[config.mk]
export PLATFORM = sky130hd
export DESIGN_NAME = ctr8_unit
export DESIGN_NICKNAME = d
export VERILOG_FILES = /design/src/rtl/ctr8_pkg.sv /design/src/rtl/ctr8_edge_sync.sv /design/src/rtl/ctr8_prescaler.sv /design/src/rtl/ctr8_core.sv /design/src/rtl/ctr8_unit.sv
export SDC_FILE = /design/constraint.sdc
export NUM_CORES = 1
export LEC_CHECK = 0
export BUFFER_PORTS_ARGS = -buffer_cell sky130_fd_sc_hd__buf_4
export CORE_MARGIN = 2
export CORE_UTILIZATION = 52
export CTS_BUF_LIST = sky130_fd_sc_hd__clkbuf_16
export DETAILED_ROUTE_END_ITERATION = 10
export PLACE_DENSITY = 0.72
export SYNTH_ARGS = -nofsm -noshare
export SYNTH_HDL_FRONTEND = slang
export SYNTH_SLANG_ARGS = --single-unit
[constraint.sdc]
create_clock -name clk -period 3.4 [get_ports clk]
set_clock_uncertainty 0.15 [all_clocks]
set_input_delay 0.17 -clock clk [delete_from_list [all_inputs] [get_ports clk]]
set_output_delay 0.17 -clock clk [all_outputs]
set_load 0.01 [all_outputs]
[src/rtl/ctr8_pkg.sv]
package ctr8_pkg;
  localparam int RATE_W = 3;

  typedef enum logic [1:0] {
    RA_COUNT  = 2'd0,
    RA_OPTION = 2'd1,
    RA_CTRL   = 2'd2
  } reg_addr_e;

  // Packed from MSB to LSB: rate[5:3], to_wdt[2], fall_edge[1], ext_src[0]
  typedef struct packed {
    logic [RATE_W-1:0] rate;
    logic              to_wdt;
    logic              fall_edge;
    logic              ext_src;
  } opt_t;

  localparam int OPT_W = $bits(opt_t);
endpackage

[src/rtl/ctr8_edge_sync.sv]
module ctr8_edge_sync #(
  parameter int STAGES = 2
) (
  input  logic clk,
  input  logic rst,
  input  logic pin_i,
  input  logic fall_i,
  output logic evt_o
);
  logic [STAGES-1:0] sync_q;
  logic              last_q;

  always_ff @(posedge clk) begin
    if (rst) begin
      sync_q <= '0;
      last_q <= 1'b0;
    end else begin
      for (int i = STAGES-1; i > 0; i--) sync_q[i] <= sync_q[i-1];
      sync_q[0] <= pin_i;
      last_q    <= sync_q[STAGES-1];
    end
  end

  // One-clock event on the chosen transition of the synchronised pin
  assign evt_o = fall_i ? (last_q & ~sync_q[STAGES-1])
                        : (~last_q & sync_q[STAGES-1]);
endmodule

[src/rtl/ctr8_prescaler.sv]
module ctr8_prescaler #(
  parameter int W    = 8,
  parameter int SH_W = $clog2(W+1)
) (
  input  logic            clk,
  input  logic            rst,
  input  logic            clr_i,
  input  logic            evt_i,
  input  logic [SH_W-1:0] shift_i,
  output logic            out_o
);
  localparam logic [W:0] ONE = (W+1)'(1);

  logic [W-1:0] cnt_q;
  logic [W:0]   span;
  logic [W-1:0] mask;

  assign span  = (ONE << shift_i) - ONE;
  assign mask  = span[W-1:0];
  assign out_o = evt_i && ((cnt_q & mask) == mask);

  always_ff @(posedge clk) begin
    if (rst || clr_i) cnt_q <= '0;
    else if (evt_i)   cnt_q <= cnt_q + 1'b1;
  end
endmodule

[src/rtl/ctr8_core.sv]
module ctr8_core #(
  parameter int CNT_W        = 8,
  parameter int INHIB_CYCLES = 2
) (
  input  logic             clk,
  input  logic             rst,
  input  logic             icyc_i,
  input  logic             inc_i,
  input  logic             cnt_wr_i,
  input  logic [CNT_W-1:0] cnt_wdata_i,
  input  logic             ctrl_wr_i,
  input  logic             flag_wdata_i,
  input  logic             en_wdata_i,
  output logic [CNT_W-1:0] count_o,
  output logic             busy_o,
  output logic             flag_o,
  output logic             en_o,
  output logic             irq_o
);
  localparam int IW = $clog2(INHIB_CYCLES+1);
  localparam logic [CNT_W-1:0] CNT_MAX = '1;

  logic [IW-1:0] hold_q;
  logic          flag_n, en_n;

  assign busy_o = cnt_wr_i || (hold_q != '0);

  always_ff @(posedge clk) begin
    if (rst)                          hold_q <= '0;
    else if (cnt_wr_i)                hold_q <= IW'(INHIB_CYCLES);
    else if (icyc_i && hold_q != '0)  hold_q <= hold_q - 1'b1;
  end

  always_ff @(posedge clk) begin
    if (rst)           count_o <= '0;
    else if (cnt_wr_i) count_o <= cnt_wdata_i;
    else if (inc_i)    count_o <= count_o + 1'b1;
  end

  always_comb begin
    flag_n = flag_o;
    if (ctrl_wr_i) flag_n = flag_wdata_i;
    if (inc_i && !cnt_wr_i && count_o == CNT_MAX) flag_n = 1'b1;
    en_n = ctrl_wr_i ? en_wdata_i : en_o;
  end

  always_ff @(posedge clk) begin
    if (rst) begin
      flag_o <= 1'b0;
      en_o   <= 1'b0;
      irq_o  <= 1'b0;
    end else begin
      flag_o <= flag_n;
      en_o   <= en_n;
      irq_o  <= flag_n & en_n;
    end
  end
endmodule

[src/rtl/ctr8_unit.sv]
module ctr8_unit
  import ctr8_pkg::*;
#(
  parameter int CNT_W        = 8,
  parameter int CLK_PER_ICYC = 4,
  parameter int SYNC_STAGES  = 2,
  parameter int INHIB_CYCLES = 2
) (
  input  logic             clk,
  input  logic             rst,
  input  logic             sleep_i,
  input  logic             ext_pin_i,
  input  logic             wd_tick_i,
  input  logic             bus_we_i,
  input  logic [1:0]       bus_addr_i,
  input  logic [CNT_W-1:0] bus_wdata_i,
  output logic [CNT_W-1:0] bus_rdata_o,
  output logic             irq_o,
  output logic             wdt_tick_o
);
  localparam int PH_W = (CLK_PER_ICYC > 1) ? $clog2(CLK_PER_ICYC) : 1;
  localparam int SH_W = $clog2(CNT_W+1);

  opt_t             opt_q;
  logic [PH_W-1:0]  ph_q;
  logic             icyc, ext_evt, src_evt, tmr_evt, busy;
  logic             pre_in, pre_out, pre_clr, inc;
  logic [SH_W-1:0]  pre_shift;
  logic             cnt_wr, opt_wr, ctrl_wr;
  logic [CNT_W-1:0] cnt_val;
  logic             flag_val, en_val;

  assign cnt_wr  = bus_we_i && (bus_addr_i == RA_COUNT);
  assign opt_wr  = bus_we_i && (bus_addr_i == RA_OPTION);
  assign ctrl_wr = bus_we_i && (bus_addr_i == RA_CTRL);

  // Instruction-cycle tick
  assign icyc = (ph_q == PH_W'(CLK_PER_ICYC-1));
  always_ff @(posedge clk) begin
    if (rst || icyc) ph_q <= '0;
    else             ph_q <= ph_q + 1'b1;
  end

  always_ff @(posedge clk) begin
    if (rst)         opt_q <= '0;
    else if (opt_wr) opt_q <= opt_t'(bus_wdata_i[OPT_W-1:0]);
  end

  ctr8_edge_sync #(.STAGES(SYNC_STAGES)) u_sync (
    .clk(clk), .rst(rst), .pin_i(ext_pin_i),
    .fall_i(opt_q.fall_edge), .evt_o(ext_evt)
  );

  assign src_evt = opt_q.ext_src ? ext_evt : icyc;
  assign tmr_evt = src_evt && !sleep_i && !busy;

  // One prescaler, routed to one side
  assign pre_in    = opt_q.to_wdt ? wd_tick_i : tmr_evt;
  assign pre_clr   = opt_wr || (cnt_wr && !opt_q.to_wdt);
  assign pre_shift = opt_q.to_wdt ? SH_W'(opt_q.rate)
                                  : SH_W'(opt_q.rate) + SH_W'(1);

  ctr8_prescaler #(.W(CNT_W), .SH_W(SH_W)) u_pre (
    .clk(clk), .rst(rst), .clr_i(pre_clr), .evt_i(pre_in),
    .shift_i(pre_shift), .out_o(pre_out)
  );

  assign inc = opt_q.to_wdt ? tmr_evt : pre_out;

  ctr8_core #(.CNT_W(CNT_W), .INHIB_CYCLES(INHIB_CYCLES)) u_core (
    .clk(clk), .rst(rst), .icyc_i(icyc), .inc_i(inc),
    .cnt_wr_i(cnt_wr), .cnt_wdata_i(bus_wdata_i),
    .ctrl_wr_i(ctrl_wr), .flag_wdata_i(bus_wdata_i[0]), .en_wdata_i(bus_wdata_i[1]),
    .count_o(cnt_val), .busy_o(busy), .flag_o(flag_val), .en_o(en_val),
    .irq_o(irq_o)
  );

  always_ff @(posedge clk) begin
    if (rst) wdt_tick_o <= 1'b0;
    else     wdt_tick_o <= opt_q.to_wdt ? pre_out : wd_tick_i;
  end

  always_ff @(posedge clk) begin
    if (rst) bus_rdata_o <= '0;
    else begin
      case (bus_addr_i)
        RA_COUNT:  bus_rdata_o <= cnt_val;
        RA_OPTION: bus_rdata_o <= {{(CNT_W-OPT_W){1'b0}}, opt_q};
        RA_CTRL:   bus_rdata_o <= {{(CNT_W-2){1'b0}}, en_val, flag_val};
        default:   bus_rdata_o <= '0;
      endcase
    end
  end
endmodule

==> summary.md <==
| Metric | Value |
|---|---|
| Vias per cell | `around 5.7` |
| CP max stage cell | `dfxtp_2` |
| FP Rows | `23` |
| Syn. warnings | `0` |
| GR Util All Layers | `0.2073` |
| Core ar. | `slightly above 4000 µm²` |
| Critical path depth in cells | `14` |
| Final core occ | `0.6574` |
| Cts bufs inserted | `5` |
| Inst Count DP | `325` |
| CTS Buffer Depth | `2` |
| Worst slew pin tran | `around 0.74 ns` |
| Worst path max stage delay | `around 0.33 ns` |
| Seq/Total Area, Yosys | `0.3687` |
| Max-cap viol count | `0` |
| Chip width | `69.43 µm` |
| Vias in the first global route | `1759` |
| DR WL/cell | `14.46 µm` |
| Die Y | `around 69 µm` |
| DP Worst Slack | `~0.0089 ns` |
| Minimum clock period | `~3.2 ns` |
| Number of buffers and inverters on the critical path | `3` |
| Syn Inst Count | `259` |
| Max IR drop VDD | `about 0.28 mV` |
| First-pass iteration count of the detailed router | `4` |
| Register bit total from synthesis | `41` |
| Vias | `1943` |
| Worst reg2reg path startpoint | `opt_q[4]` |
| TritonCTS clock tree | `yes` |
| Largest area contributor in the netlist | `dfxtp_1` |
| Nets@finish | `between 300 and 400` |
| Final Hold Fails | `0` |
| Synth Cell Area | `~2200 µm²` |
| Worst Setup SP | `opt_q[4]` |
| CP endpoint | `u_core.count_o[5]` |
| DPL Wire Length | `between 3000 and 4000 µm` |
| Critical path, cell by cell | `ha_1, inv_1, nand3_1, o32a_1, ha_2, buf_4, a31oi_1, nand2_1, a2bb2oi_1, o32ai_2, nor3b_2, buf_12, a31o_2, a311oi_2` |
| Ranking of synthesized cells by area | `dfxtp_1 (37%), nor2_1 (4.9%), a21oi_1 (4.0%), mux2i_1 (4.0%), ha_1 (3.4%)` |
| Max Freq | `309.8 MHz` |
| Boundary Pins | `26` |
| IO buf count | `25` |
| Arrival time worst endpoint | `3.28 ns` |
| CTS clk-pin slew, worst paths | `around 0.060 ns` |
| Top cell family by delay on the critical path | `compound AO/OA/AOI/OAI gates` |
| Filler Cells Inserted | `between 300 and 400` |
| Fin. max-slew vios | `0` |
| Ant diodes | `0` |
| Area grow syn2layout | `19.84%` |
| Syn avg cell area | `between 8 and 9 µm²` |
| Rel. slew slack | `0.5055` |
| First-pass GRT wire length | `8059 µm` |
| Tightest Hold Check Type | `in -> reg` |
| Largest net degree at the start of global routing | `34` |
| Fin cells | `338` |
| Final WS setup | `0.1716 ns` |
| WL final | `~4900 µm` |
| Insertion delay to the later sink of the worst-skew pair | `between 0.2 and 0.3 ns` |
| Total power | `about 1.1 mW` |
| FF-to-FF setup slack | `0.17 ns` |
| Status | `finished, final reports clean` |
| R2R depth | `14` |
| Layout cells sized above 1 | `0.2049` |
| Critical path type | `reg -> reg` |
| Worst path required time | `around 3.5 ns` |
| Initial Utilization | `0.5486` |
| Root buffer cell | `clkbuf_16` |
| List of most frequent post-synthesis cells | `dfxtp_1 (41), nor2_1 (29), a21oi_1 (18)` |
| Remaining antenna violation count | `0` |
| Leak | `slightly above 1 nW` |
| Top-count cell post-synth | `dfxtp_1` |
| Sink Count | `~40` |
| Syn_nets | `281` |
| # DRC | `0` |
| Htree depth | `2` |
| Final cycle utilization of the critical path | `0.9495` |
| CP Capture Type | `flip-flop` |
| First DRT Iteration DRCs | `roughly 160` |
| Power per Cell Area | `413.8 nW/µm²` |
| Ys async rst share | `0` |
| Routability cong. | `between 0.9 and 1` |
| Max FO, Critical Path | `12` |
| Reg-to-reg critical path endpoint | `u_core.count_o[5]` |
| CP Launch Type | `flip-flop` |
| Die area | `roughly 4800 µm²` |
| Synth top area share | `0.3687` |
| Post-synth EDFFs | `0` |
| Setup Viol. Count Final | `0` |
| Synth unique cells | `between 50 and 60` |
| Global route overflow | `0` |
| Initial antenna violation count | `0` |
| Top FF cell, synth | `dfxtp_1` |
flip-flops by register name, indices dropped and copies added, names as in the netlist:
signal / count
u_core.count_o: 8
u_sync.sync_q: 2
u_core.hold_q: 2
opt_q: 6
u_core.en_o: 1
u_sync.last_q: 1
u_core.irq_o: 1
wdt_tick_o: 1
u_core.flag_o: 1
bus_rdata_o: 8
u_pre.cnt_q: 8
ph_q: 2
metrics by stage:
stage | area [µm²] | setup TNS (ns) | hold slack, ns
after global placement | 2452 | 0 | 0.2375
after floorplan | 2226 | 0 | 0.1482
after global routing | 2668 | -0.09392 | 0.005575
after detailed placement | 2452 | 0 | 0.2430
final | 2668 | 0 | 0.006901
after CTS | 2620 | 0 | 0.004009
worst min path at each step:
stage / start / to / slack, ns / cells past startpoint
6_report: bus_wdata_i[4] / opt_q[4] / 0.007 / 3
5_1_grt: bus_wdata_i[4] / opt_q[4] / 0.006 / 3
4_1_cts: bus_wdata_i[7] / u_core.count_o[7] / 0.004 / 3
3_5_place_dp: ext_pin_i / u_sync.sync_q[0] / 0.24 / 2
3_3_place_gp: ext_pin_i / u_sync.sync_q[0] / 0.24 / 2
2_1_floorplan: ext_pin_i / u_sync.sync_q[0] / 0.15 / 1
power breakdown:
part	internal (mW)	switching (mW)	total (mW)	leakage, nW
sequential	0.497	0.0129	0.510	0.334
combinational	0.0726	0.0772	0.150	0.614
clock	0.266	0.178	0.444	0.0724
total	0.836	0.268	1.10	1.02
what timing repair did:
item	4_1_cts	5_1_grt
endpoints found under the setup margin	2	10
resized for setup	1	8
setup buffers	0	3
pin swaps	0	4
hold buffers	2	0
endpoints found under the hold margin	2	0
final cells by class:
| type | count | area, µm² | area share |
|---|---|---|---|
| inverters | 9 | 33.78 | 0.01266 |
| flip-flops and latches | 41 | 823.3 | 0.3086 |
| clock buffers | 5 | 125.1 | 0.04690 |
| repair buffers | 37 | 299.0 | 0.1121 |
| multi-input cells | 193 | 1309 | 0.4906 |
| well taps | 50 | 62.56 | 0.02345 |
| clock inverters | 3 | 15.01 | 0.005629 |
tightest hold or removal path, stage by stage:
cell,delay (ns)
buf_4,0.12
nand3_1,0.06
a21oi_1,0.05
logic make-up after synthesis:
logic type / count (synthesis) / synth area share
AO/OA/AOI/OAI: 53 / 0.1765
adder cells (fa/ha/maj): 6 / 0.03373
buffers and inverters: 25 / 0.05508
multiplexers: 12 / 0.05565
flip-flops: 41 / 0.3687
XOR/XNOR: 9 / 0.03541
AND/OR/NAND/NOR: 113 / 0.2749
per-layer routing:
layer  wire length (µm)  global-route usage  up-vias
met4                 60             0.08061        0
met3                237             0.05233        7
met2               2224              0.3152       50
met1               2367              0.2823      896
li1                   -                   -      990
met5                  0                   0        -
cells in the final DEF (no fill, tap or decap), types with 4 or more instances in the layout:
| cell type | synthesis | routed |
|---|---|---|
| dfxtp_1 | 41 | 39 |
| buf_4 | 1 | 33 |
| nor2_1 | 29 | 29 |
| a21oi_1 | 18 | 17 |
| nand2_1 | 17 | 17 |
| inv_1 | 9 | 11 |
| nor3_1 | 10 | 10 |
| mux2i_1 | 9 | 9 |
| nand3_1 | 8 | 8 |
| nor2b_1 | 6 | 6 |
| nor3b_1 | 6 | 6 |
| a211oi_1 | 5 | 5 |
| nand4_1 | 5 | 5 |
| nand2b_1 | 5 | 5 |
| xnor2_1 | 5 | 5 |
| ha_1 | 6 | 5 |
| clkbuf_16 | 0 | 5 |
| and3_1 | 4 | 4 |
| xor2_1 | 4 | 4 |
No activity file was read; power rests on OpenSTA's default activity.
